<file path="src/rtl/sdram_burst_colgen_pkg.sv">
package sdram_burst_colgen_pkg;
  localparam int unsigned LEN_CODE_W   = 3;
  localparam int unsigned FIXED_CODE_MAX = 3;

  typedef enum logic [LEN_CODE_W-1:0] {
    LEN_ONE   = 3'd0,
    LEN_TWO   = 3'd1,
    LEN_FOUR  = 3'd2,
    LEN_EIGHT = 3'd3,
    LEN_PAGE  = 3'd7
  } len_code_e;

  function automatic logic code_is_page(input logic [LEN_CODE_W-1:0] code);
    return code > LEN_CODE_W'(FIXED_CODE_MAX);
  endfunction
endpackage

</file>
<file path="src/rtl/cbg_rst_sync.sv">
module cbg_rst_sync #(
  parameter int unsigned STAGES = 2
) (
  input  logic clk,
  input  logic rst_n,
  output logic rst_sync_n
);
  logic [STAGES-1:0] sync_q;

  always_ff @(posedge clk or negedge rst_n) begin
    if (!rst_n) sync_q <= '0;
    else        sync_q <= {sync_q[STAGES-2:0], 1'b1};
  end

  assign rst_sync_n = sync_q[STAGES-1];
endmodule

</file>
<file path="src/rtl/cbg_len_decode.sv">
module cbg_len_decode
  import sdram_burst_colgen_pkg::*;
#(
  parameter int unsigned COL_W = 10
) (
  input  logic [LEN_CODE_W-1:0] len_code,
  input  logic                  is_write,
  input  logic                  single_write,
  output logic [COL_W-1:0]      wrap_mask,
  output logic                  page_mode
);
  logic force_one;
  logic [COL_W-1:0] raw_mask;

  assign force_one = is_write & single_write;

  // a code n in the fixed range opens the n lowest column bits
  for (genvar i = 0; i < COL_W; i++) begin : g_mask
    assign raw_mask[i] = (LEN_CODE_W'(i) < len_code) && (i < FIXED_CODE_MAX);
  end

  always_comb begin
    if (force_one) begin
      wrap_mask = '0;
      page_mode = 1'b0;
    end else if (code_is_page(len_code)) begin
      wrap_mask = '0;
      page_mode = 1'b1;
    end else begin
      wrap_mask = raw_mask;
      page_mode = 1'b0;
    end
  end
endmodule

</file>
<file path="src/rtl/cbg_beat_ctl.sv">
module cbg_beat_ctl #(
  parameter int unsigned COL_W = 10
) (
  input  logic             clk,
  input  logic             rst_n,
  input  logic             cke,
  input  logic             start,
  input  logic             stop,
  input  logic [COL_W-1:0] start_col,
  input  logic [COL_W-1:0] new_mask,
  input  logic             new_page,
  input  logic             new_ilv,
  output logic             valid_q,
  output logic [COL_W-1:0] beat_q,
  output logic [COL_W-1:0] base_q,
  output logic [COL_W-1:0] mask_q,
  output logic             page_q,
  output logic             ilv_q,
  output logic             at_end
);
  logic             valid_d;
  logic [COL_W-1:0] beat_d;
  logic [COL_W-1:0] base_d;
  logic [COL_W-1:0] mask_d;
  logic             page_d;
  logic             ilv_d;

  assign at_end = valid_q & ~page_q & (beat_q == mask_q);

  always_comb begin
    valid_d = valid_q;
    beat_d  = beat_q;
    base_d  = base_q;
    mask_d  = mask_q;
    page_d  = page_q;
    ilv_d   = ilv_q;
    if (start) begin
      valid_d = 1'b1;
      beat_d  = '0;
      base_d  = start_col;
      mask_d  = new_mask;
      page_d  = new_page;
      ilv_d   = new_ilv;
    end else if (valid_q) begin
      if (stop || at_end) valid_d = 1'b0;
      else                beat_d  = beat_q + 1'b1;
    end
  end

  always_ff @(posedge clk or negedge rst_n) begin
    if (!rst_n) begin
      valid_q <= 1'b0;
      beat_q  <= '0;
      base_q  <= '0;
      mask_q  <= '0;
      page_q  <= 1'b0;
      ilv_q   <= 1'b0;
    end else if (cke) begin
      valid_q <= valid_d;
      beat_q  <= beat_d;
      base_q  <= base_d;
      mask_q  <= mask_d;
      page_q  <= page_d;
      ilv_q   <= ilv_d;
    end
  end
endmodule

</file>
<file path="src/rtl/cbg_col_map.sv">
module cbg_col_map #(
  parameter int unsigned COL_W = 10
) (
  input  logic [COL_W-1:0] base,
  input  logic [COL_W-1:0] beat,
  input  logic [COL_W-1:0] mask,
  input  logic             page,
  input  logic             ilv,
  output logic [COL_W-1:0] col
);
  logic [COL_W-1:0] sum;

  assign sum = base + beat;

  for (genvar i = 0; i < COL_W; i++) begin : g_bit
    always_comb begin
      if (page)         col[i] = sum[i];
      else if (!mask[i]) col[i] = base[i];
      else if (ilv)     col[i] = base[i] ^ beat[i];
      else              col[i] = sum[i];
    end
  end
endmodule

</file>
<file path="src/rtl/sdram_burst_colgen.sv">
module sdram_burst_colgen
  import sdram_burst_colgen_pkg::*;
#(
  parameter int unsigned COL_W = 10
) (
  input  logic                  clk,
  input  logic                  rst_n,
  input  logic                  cke,
  input  logic                  cmd_start,
  input  logic [COL_W-1:0]      cmd_col,
  input  logic                  cmd_write,
  input  logic [LEN_CODE_W-1:0] cfg_len,
  input  logic                  cfg_ilv,
  input  logic                  cfg_single_write,
  input  logic                  burst_stop,
  output logic [COL_W-1:0]      col_out,
  output logic                  col_valid,
  output logic                  col_last
);
  logic             rst_sync_n;
  logic [COL_W-1:0] dec_mask;
  logic             dec_page;
  logic [COL_W-1:0] beat_q;
  logic [COL_W-1:0] base_q;
  logic [COL_W-1:0] mask_q;
  logic             page_q;
  logic             ilv_q;
  logic             valid_q;
  logic             at_end;

  cbg_rst_sync #(.STAGES(2)) u_rst (
    .clk        (clk),
    .rst_n      (rst_n),
    .rst_sync_n (rst_sync_n)
  );

  cbg_len_decode #(.COL_W(COL_W)) u_dec (
    .len_code     (cfg_len),
    .is_write     (cmd_write),
    .single_write (cfg_single_write),
    .wrap_mask    (dec_mask),
    .page_mode    (dec_page)
  );

  cbg_beat_ctl #(.COL_W(COL_W)) u_ctl (
    .clk       (clk),
    .rst_n     (rst_sync_n),
    .cke       (cke),
    .start     (cmd_start),
    .stop      (burst_stop),
    .start_col (cmd_col),
    .new_mask  (dec_mask),
    .new_page  (dec_page),
    .new_ilv   (cfg_ilv),
    .valid_q   (valid_q),
    .beat_q    (beat_q),
    .base_q    (base_q),
    .mask_q    (mask_q),
    .page_q    (page_q),
    .ilv_q     (ilv_q),
    .at_end    (at_end)
  );

  cbg_col_map #(.COL_W(COL_W)) u_map (
    .base (base_q),
    .beat (beat_q),
    .mask (mask_q),
    .page (page_q),
    .ilv  (ilv_q),
    .col  (col_out)
  );

  assign col_valid = valid_q;
  assign col_last  = at_end;
endmodule

</file>
<file path="config.mk">
export PLATFORM = sky130hd
export DESIGN_NAME = sdram_burst_colgen
export DESIGN_NICKNAME = d
export VERILOG_FILES = /design/src/rtl/sdram_burst_colgen_pkg.sv /design/src/rtl/cbg_rst_sync.sv /design/src/rtl/cbg_len_decode.sv /design/src/rtl/cbg_beat_ctl.sv /design/src/rtl/cbg_col_map.sv /design/src/rtl/sdram_burst_colgen.sv
export SDC_FILE = /design/constraint.sdc
export NUM_CORES = 1
export LEC_CHECK = 0
export ABC_AREA = 0
export BUFFER_PORTS_ARGS = -buffer_cell sky130_fd_sc_hd__buf_2
export CAP_MARGIN = 20
export CORE_UTILIZATION = 35
export DETAILED_ROUTE_END_ITERATION = 7
export GPL_ROUTABILITY_DRIVEN = 0
export PLACE_DENSITY = 0.64
export SLEW_MARGIN = 10
export SYNTH_ARGS = -nofsm -noshare
export SYNTH_HDL_FRONTEND = slang
export SYNTH_SLANG_ARGS = --single-unit
</file>
<file path="constraint.sdc">
create_clock -name clk -period 3.1 [get_ports clk]
set_clock_uncertainty 0.05 [all_clocks]
set_input_delay 0.775 -clock clk [delete_from_list [all_inputs] [get_ports clk]]
set_output_delay 0.775 -clock clk [all_outputs]
set_load 0.02 [all_outputs]
</file>
After elaboration in Yosys (flattened, before gate mapping). Cells that the tools add are included.

Register bits after elaboration: 35. Bits of input ports: 21. Output and inout port bits: 12. Logic and storage cells: 73.

Add/sub/neg operators: 2. $lt $le $gt $ge: 4. Equal/unequal tests: 2. Muxes and demuxes: 40. Bitwise logic cells: 14. Reductions and logical operators: 4.

Operators by type and width (number): $mux 1 (35); $mux 10 (3); $add 10x1->10 const B (1); $add 10x10->10 (1); $eq 10x10->1 (1); $xor 1x1->1 (10); $lt 1x3->1 const A (2); $mux 3 (2); $and 1x1->1 (3); $gt 3x2->1 const B (1); $lt 2x3->1 const A (1); $reduce_and 3->1 (1); $ne 2x2->1 const B (1); $reduce_and 2->1 (1); $reduce_bool 2->1 (1); $logic_or 1x1->1 (1); $not 1->1 (1).

Longest topological paths before layout. Gate-level depths: netlist (run 1).

Depth after elaboration: 7. Depth in mapped cells: 9. Depth with buffers taken out: 9.

Modules after synthesis. From an unflattened synthesis (run 1), not the netlist that was laid out.

Cells, all modules: 274. Area total of the unflattened synthesis: 2567.5 sq um.

Modules (own cells, without submodules): cbg_beat_ctl (instances 1, cells each 138, area an instance 1632.8 sq um, sequential area each 825.8 sq um); cbg_col_map (instances 1, cells each 120, area an instance 787.0 sq um, sequential area each 0.0 sq um); cbg_len_decode (instances 1, cells each 13, area an instance 93.8 sq um, sequential area each 0.0 sq um); cbg_rst_sync (instances 1, cells each 3, area an instance 53.8 sq um, sequential area each 50.0 sq um).

Worst setup path before layout (run 1). OpenSTA, ideal clock, no wires.

Kind: register to output. Start: register u_ctl.beat_q[0]. End: output port col_out[8]. Data arrival time: 2.263 ns. Data required time: 2.275 ns. Setup slack: 0.012 ns. Stages on the path, launching flop included: 10. Buffers on the path: 0. Cell sequence: dfrtp_1 ha_1 inv_1 fa_1 nor2b_1 o21ai_0 a21oi_1 o211a_1 nor3_1 o31ai_1.

Longest elaborated chain between the ends: 4.

RTL lines: start, declared (line cbg_beat_ctl.sv:14) `output logic [COL_W-1:0] beat_q,`; start signal, assigned (line cbg_beat_ctl.sv:60) `beat_q <= beat_d;`; $add 10x10->10 * (line cbg_col_map.sv:13) `assign sum = base + beat;`; $mux 1 (line cbg_col_map.sv:19) `else if (ilv) col[i] = base[i] ^ beat[i];`; $mux 1 (line cbg_col_map.sv:18) `else if (!mask[i]) col[i] = base[i];`; $mux 1 * (line cbg_col_map.sv:17) `if (page) col[i] = sum[i];`; end, declared (line sdram_burst_colgen.sv:16) `output logic [COL_W-1:0] col_out,`.

Every way passes the cells marked *; elsewhere a longest branch is shown, timed or not.

Worst setup path in the final report (run 1).
Start: register u_ctl.base_q[0]. End: output port col_out[8].

Longest elaborated chain between the ends: 4.

RTL lines: start, declared (line cbg_beat_ctl.sv:15) `output logic [COL_W-1:0] base_q,`; start signal, assigned (line cbg_beat_ctl.sv:61) `base_q <= base_d;`; $add 10x10->10 * (line cbg_col_map.sv:13); $mux 1 (line cbg_col_map.sv:19); $mux 1 (line cbg_col_map.sv:18); $mux 1 * (line cbg_col_map.sv:17).

Marked as above.

==> summary.txt, run 1 <==
most frequent cells in the layout -> nand2_1, buf_2, dfrtp_1
Site Rows -> 25
core area -> 4820 um^2
main combinational cell family by area after synthesis -> simple AND/OR/NAND/NOR gates
Die Footprint -> 5370 um^2
RSZ-0062 raised after global routing -> yes
CTS tree -> done
antenna cells -> 0
Unique masters post-synth -> 38
Final Setup Violations -> 0
FFs w/ async S/R, synth -> 1.00
antenna violations before repair -> 0
Hold WS -> 179 ps
Final Hold Viols -> 0
CP Capture Type -> output port
Post-DP Area -> 2030 um^2
Worst Max-Slew Pin Slew -> 544 ps
commonest non-fill, non-tap cell in the layout -> nand2_1
crit-path max FO -> 3
number of H-tree levels -> 1
Cells after DPL -> 311
GRT Overall Usage -> 0.178
grt ovf -> 0
status -> finished, final reports clean
Clock Tree Buf Depth -> 2
Pleak -> 0.00112 uW
CTS Buf Count -> 3
Yosys warning total -> 0
P&R area growth vs syn -> 31.4%
DR vias -> 1,688
DRC violations left -> 0
reg-to-reg slack, setup -> 1150 ps
first-pass GRT wire length -> 7290 um
Synthesized Nets -> 245
IO Pins -> 33
largest net degree at the start of global routing -> 27
DR pass1 iterations -> 4
chip width -> 73.3 um
simple-gate share of the synthesized area -> 0.235
CP arrival -> 2260 ps
Setup CP Type -> flip-flop to output port
Post-Synth XOR/XNOR Area -> 0.0641
root buffer cell -> clkbuf_8
Tmin final -> 3090 ps
DIE HEIGHT -> 73.3 um
Routed Antenna Nets -> 0
Util after Layout -> 0.485
main flop type after synthesis -> dfrtp_1
clk slew on worst S/H paths -> 110 ps
final max-slew violation count -> 0
Hold Crit Class -> flip-flop to asynchronous set/reset pin
fin area -> 2330 um^2
PortBufs -> 32
Final Cycle Share -> 0.996
compound-cell area share of the yosys netlist -> 0.170
Peak VDD IR -> 328 uV
wire per inst -> 13.5 um
Fmax -> 324 MHz
Slew headroom -> 0.638
Layout fillers -> 486
via density per instance -> 5.12
Initial Util -> 0.369
layout cell share with drive strength beyond 1 -> 0.308
post-cts hold buffer count -> 0
vias in the first global route -> 1,576
EDFF count, synth -> 0
worst skew pair latency -> 290 ps
synthesized cell area -> 1780 um^2
DRT Wirelength -> 4440 um
Gate Count Post-Synth -> 213
DPL Wire Length -> 3140 um
Max Cap Viol -> 0
Clock Sinks -> 28
register area share after synthesis -> 0.394
Non-Filler Instances -> 330
drt initial violations -> 86
multiplexer area fraction after synthesis -> 0.0190
Adder-Cell Fraction of Synth Area -> 0.0817
startpoint types -> flip-flop
syn avg cell area -> 8.34 um^2
P per Cell Area -> 443 nW/um^2
Crit path required time -> 2270 ps
Seq cells post-synth -> 28
Layout Nets -> 296
-- power by group --
group / internal (uW) / switching (uW)
logic: 133 / 165
registers: 396 / 39.6
clock network: 173 / 126
total: 703 / 331
-- layout make-up --
| type | instances | area, um^2 | share of cell area |
|---|---|---|---|
| clock buffer | 3 | 41.3 | 0.0177 |
| clock inverter | 1 | 30.0 | 0.0129 |
| inverter | 11 | 41.3 | 0.0177 |
| multi-input combinational | 169 | 1110 | 0.474 |
| sequential | 28 | 707 | 0.303 |
| tap | 67 | 83.8 | 0.0359 |
| timing repair buffer | 51 | 325 | 0.139 |
-- critical path, cell delays in order, from the launching register on --
cell and delay (ps):
dfrtp_1 370, ha_2 190, inv_2 40, fa_2 340, nor2b_2 130, o21ai_2 80, a21oi_2 210, o211a_1 180
nor3_1 50, o31ai_1 190, buf_2 200
-- logic make-up (layout without fill, tap and decap cells) --
logic type,count (synthesis),in the layout
and+or+nand+nor,93,93
AOI/OAI and AO/OA,48,48
DFF,28,28
buffers and inverters,16,66
xor gates and xnor gates,13,13
adders and majority gates,11,11
muxes,3,3
other,1,1
-- through the flow --
| stage | TNS, ps | power [uW] | setup WS [ps] |
|---|---|---|---|
| floorplan | 0 | 615 | 12.1 |
| global placement | 0 | 702 | 124 |
| detailed placement | 0 | 704 | 97.5 |
| CTS | -31.8 | 1010 | -31.8 |
| global route | -266 | 1100 | -140 |
| finish | 0 | 1030 | 11.8 |
-- timing repair --
item                       in CTS  in global routing
resized for setup               9                 20
setup buffers                   3                 11
pin swaps                       5                 10
setup endpoints to repair       4                  4
-- cells in the mapped netlist, types with 2 or more instances --
cell / count / area (um^2)
xnor2_1: 4 / 35.0
clkbuf_1: 4 / 15.0
inv_1: 11 / 41.3
ha_1: 10 / 125
o31ai_1: 4 / 30.0
a21o_1: 2 / 15.0
dfrtp_1: 28 / 701
and3_1: 3 / 18.8
nand3_1: 5 / 25.0
nor2_1: 15 / 56.3
nand2_1: 47 / 176
o22ai_1: 2 / 12.5
mux2_2: 3 / 33.8
xor2_1: 9 / 78.8
a211oi_1: 2 / 15.0
nand2b_1: 2 / 12.5
nor3_1: 9 / 45.0
nand4_1: 5 / 31.3
o21a_1: 5 / 37.5
a21oi_1: 6 / 30.0
o21ai_0: 20 / 100
-- path summary, 6_finish.rpt --
| path | end | depth (start not counted) | startpoint |
|---|---|---|---|
| worst max-delay path | col_out[8] | 10 | u_ctl.base_q[0] |
| worst min-delay path | u_ctl.beat_q[7] | 0 | u_rst.sync_q[1] |
| worst max register to register | u_ctl.beat_q[3] | 8 | u_ctl.beat_q[2] |
| worst min register to register | u_ctl.beat_q[7] | 0 | u_rst.sync_q[1] |
| max in group asynchronous | u_ctl.base_q[7] | 1 | u_rst.sync_q[1] |
| min in group clk | u_rst.sync_q[1] | 0 | u_rst.sync_q[0] |
-- flip-flops by register name, indices dropped and copies added, names as in the netlist --
register and count:
u_rst.sync_q 2, u_ctl.base_q 10, u_ctl.ilv_q 1, u_ctl.beat_q 10, u_ctl.mask_q 3, u_ctl.valid_q 1, u_ctl.page_q 1
-- metal layers --
layer	wire, um	global-route usage
met1	2050	0.251
met2	2090	0.283
met3	266	0.0316
met4	40	0.0479
met5	0	0
(Power assumes the default switching activity.)
==> run 2, diff against run 1 <==
Settings changed: BUFFER_PORTS_ARGS -buffer_cell sky130_fd_sc_hd__buf_2 to -buffer_cell sky130_fd_sc_hd__clkbuf_2.
==> summary.txt, run 2 (same netlist as run 1, synthesis figures left out) <==
status -> finished with violations
failing checks -> setup timing
Final Hold Viols -> 0 (unchanged)
net load switching power -> 324 uW (-1.9%)
drt initial violations -> 78 (-9.3%)
Clock Sinks -> 28 (unchanged)
clk slew on worst S/H paths -> 100 ps (about the same)
Clock Tree Buf Depth -> 2 (unchanged)
Max Cap Viol -> 0 (unchanged)
Tmin final -> 3120 ps (+32.8 ps)
RSZ-0062 raised after global routing -> yes
register area -> 704 um^2 (-0.35%)
DR vias -> 1,614 (-4.4%)
wire per inst -> 13.8 um (+2.5%)
Slew headroom -> 0.607 (-0.0305)
Final Cycle Share -> 1.01 (+0.0106)
Layout fillers -> 496 (+2.1%)
Site Rows -> 25 (unchanged)
Clock power frac -> 0.286 (-0.003)
layout cell share with drive strength beyond 1 -> 0.250 (-0.0580)
Hold Crit Class -> input pin to asynchronous set/reset pin
Crit path required time -> 2270 ps (about the same)
via density per instance -> 5.06 (-1.1%)
P per Cell Area -> 454 nW/um^2 (+2.5%)
most frequent cells in the layout -> nand2_1, clkbuf_2, dfrtp_1
Die Footprint -> 5370 um^2 (unchanged)
Worst path slowest cell -> dfrtp_1
crit-path cells -> ha_4 -> inv_2 -> fa_2 -> nor2b_1 -> o21ai_2 -> a21oi_2 -> o21a_1 -> buf_4 -> o21a_1 -> o31ai_1 -> buf_4
Fmax -> 320 MHz (-1.0%)
crit-path max FO -> 3 (unchanged)
fin area -> 2250 um^2 (-3.8%)
antenna cells -> 0 (unchanged)
Largest regs -> u_ctl.base_q (10), u_ctl.beat_q (10), u_ctl.mask_q (3)
DRC violations left -> 0 (unchanged)
DIE HEIGHT -> 73.3 um (unchanged)
chip width -> 73.3 um (unchanged)
largest net degree at the start of global routing -> 27 (unchanged)
Internal -> 695 uW (-1.0%)
Peak VDD IR -> 264 uV (-20%)
core area -> 4820 um^2 (unchanged)
sequential power share -> 0.436 (+0.015)
Setup CP Type -> flip-flop to output port
Layout Nets -> 285 (-3.7%)
Switching Share -> 0.318 (-0.00183)
P&R area growth vs syn -> 26.5%
CTS Buf Count -> 3 (unchanged)
DRT Wirelength -> 4400 um (-0.88%)
final max-slew violation count -> 0 (unchanged)
post-cts hold buffer count -> 0 (unchanged)
DR pass1 iterations -> 4 (unchanged)
root buffer cell -> clkbuf_8
Pleak -> 0.00106 uW (-5.2%)
Initial Util -> 0.369 (unchanged)
grt ovf -> 0 (unchanged)
setup TNS -> -21.3 ps (-21.3 ps)
CP arrival -> 2300 ps (+40 ps)
antenna violations before repair -> 0 (unchanged)
Routed Antenna Nets -> 0 (unchanged)
Post-DP Area -> 2030 um^2 (unchanged)
multi-input logic area -> 1120 um^2 (+1.1%)
startpoint types -> flip-flop
CP peak stage delay -> 440 ps (+70 ps)
DPL Wire Length -> 3230 um (+2.8%)
CP Capture Type -> output port
worst skew pair latency -> 280 ps (about the same)
CTS tree -> done
combinational power share -> 0.278 (-0.011)
GRT Overall Usage -> 0.180 (+0.00123)
number of H-tree levels -> 1 (unchanged)
vias in the first global route -> 1,514 (-3.9%)
first-pass GRT wire length -> 7370 um (+1.1%)
PortBufs -> 32 (unchanged)
Worst Max-Slew Pin Slew -> 589 ps (+45.8 ps)
IO Pins -> 33 (unchanged)
crit path setup slack, layout -> -20.9 ps (-32.8 ps)
Final Setup Violations -> 2 (+2)
commonest non-fill, non-tap cell in the layout -> nand2_1
## run 2: stage by stage
stage          hold slack [ps]  utilization  worst slack, ps  power (uW)  cells
2_1_floorplan              281            -             12.1         615    213
3_3_place_gp               289        0.422              117         702    311
3_5_place_dp               287        0.422             66.8         705    311
4_1_cts                    195        0.445            -37.6        1010    316
5_1_grt                    190        0.466             -178        1090    319
6_report                   206        0.466            -20.9        1020    319
## run 2: cell type report
cell class              count  area share
clock buffers               3      0.0184
clock inverters             1      0.0134
well taps                  67      0.0373
repair buffers             40       0.101
flip-flops and latches     28       0.313
inverters                  11      0.0184
multi-input cells         169       0.498
## run 2: final timing paths
kind	start	endpoint	slack (ps)	depth (start not counted)
worst max-delay path	u_ctl.base_q[0]	col_out[6]	-20	11
worst min-delay path	rst_n	u_rst.sync_q[1]	210	1
worst max register to register	u_ctl.beat_q[8]	u_ctl.beat_q[5]	1210	6
worst min register to register	u_rst.sync_q[1]	u_ctl.beat_q[4]	230	0
max in group asynchronous	u_rst.sync_q[1]	u_ctl.beat_q[3]	2350	0
min in group clk	u_rst.sync_q[0]	u_rst.sync_q[1]	310	0
## run 2: worst max-delay path: cells and delay by family (launching register included)
kind | cells | cell delay [ps]
buffers and inverters | 3 | 360
and+or+nand+nor | 1 | 50
adders and majority gates | 2 | 380
AOI/OAI and AO/OA | 5 | 770
DFF | 1 | 440
## run 2: power by group through the flow
stage / sequential [uW] / combinational, uW / clock, uW
detailed placement: 447 / 259 / 0
CTS: 441 / 268 / 304
global placement: 445 / 257 / 0
global route: 453 / 319 / 317
floorplan: 434 / 182 / 0
finish: 444 / 284 / 291
## run 2: timing repair
| item | in CTS | in global routing |
|---|---|---|
| setup endpoints to repair | 4 | 5 |
| pin swaps | 3 | 6 |
| buffers inserted | 1 | 3 |
| cloned | 0 | 0 |
| gates resized for setup | 10 | 16 |
## run 2: per-layer routing
metal	share of wire	global-route usage	wire, um	vias to the layer above
met3	0.053	0.0302	233	2
met5	0	0	0	-
met4	0.0039	0.0327	17	0
met1	0.48	0.266	2120	753
li1	-	-	-	821
met2	0.46	0.277	2040	38
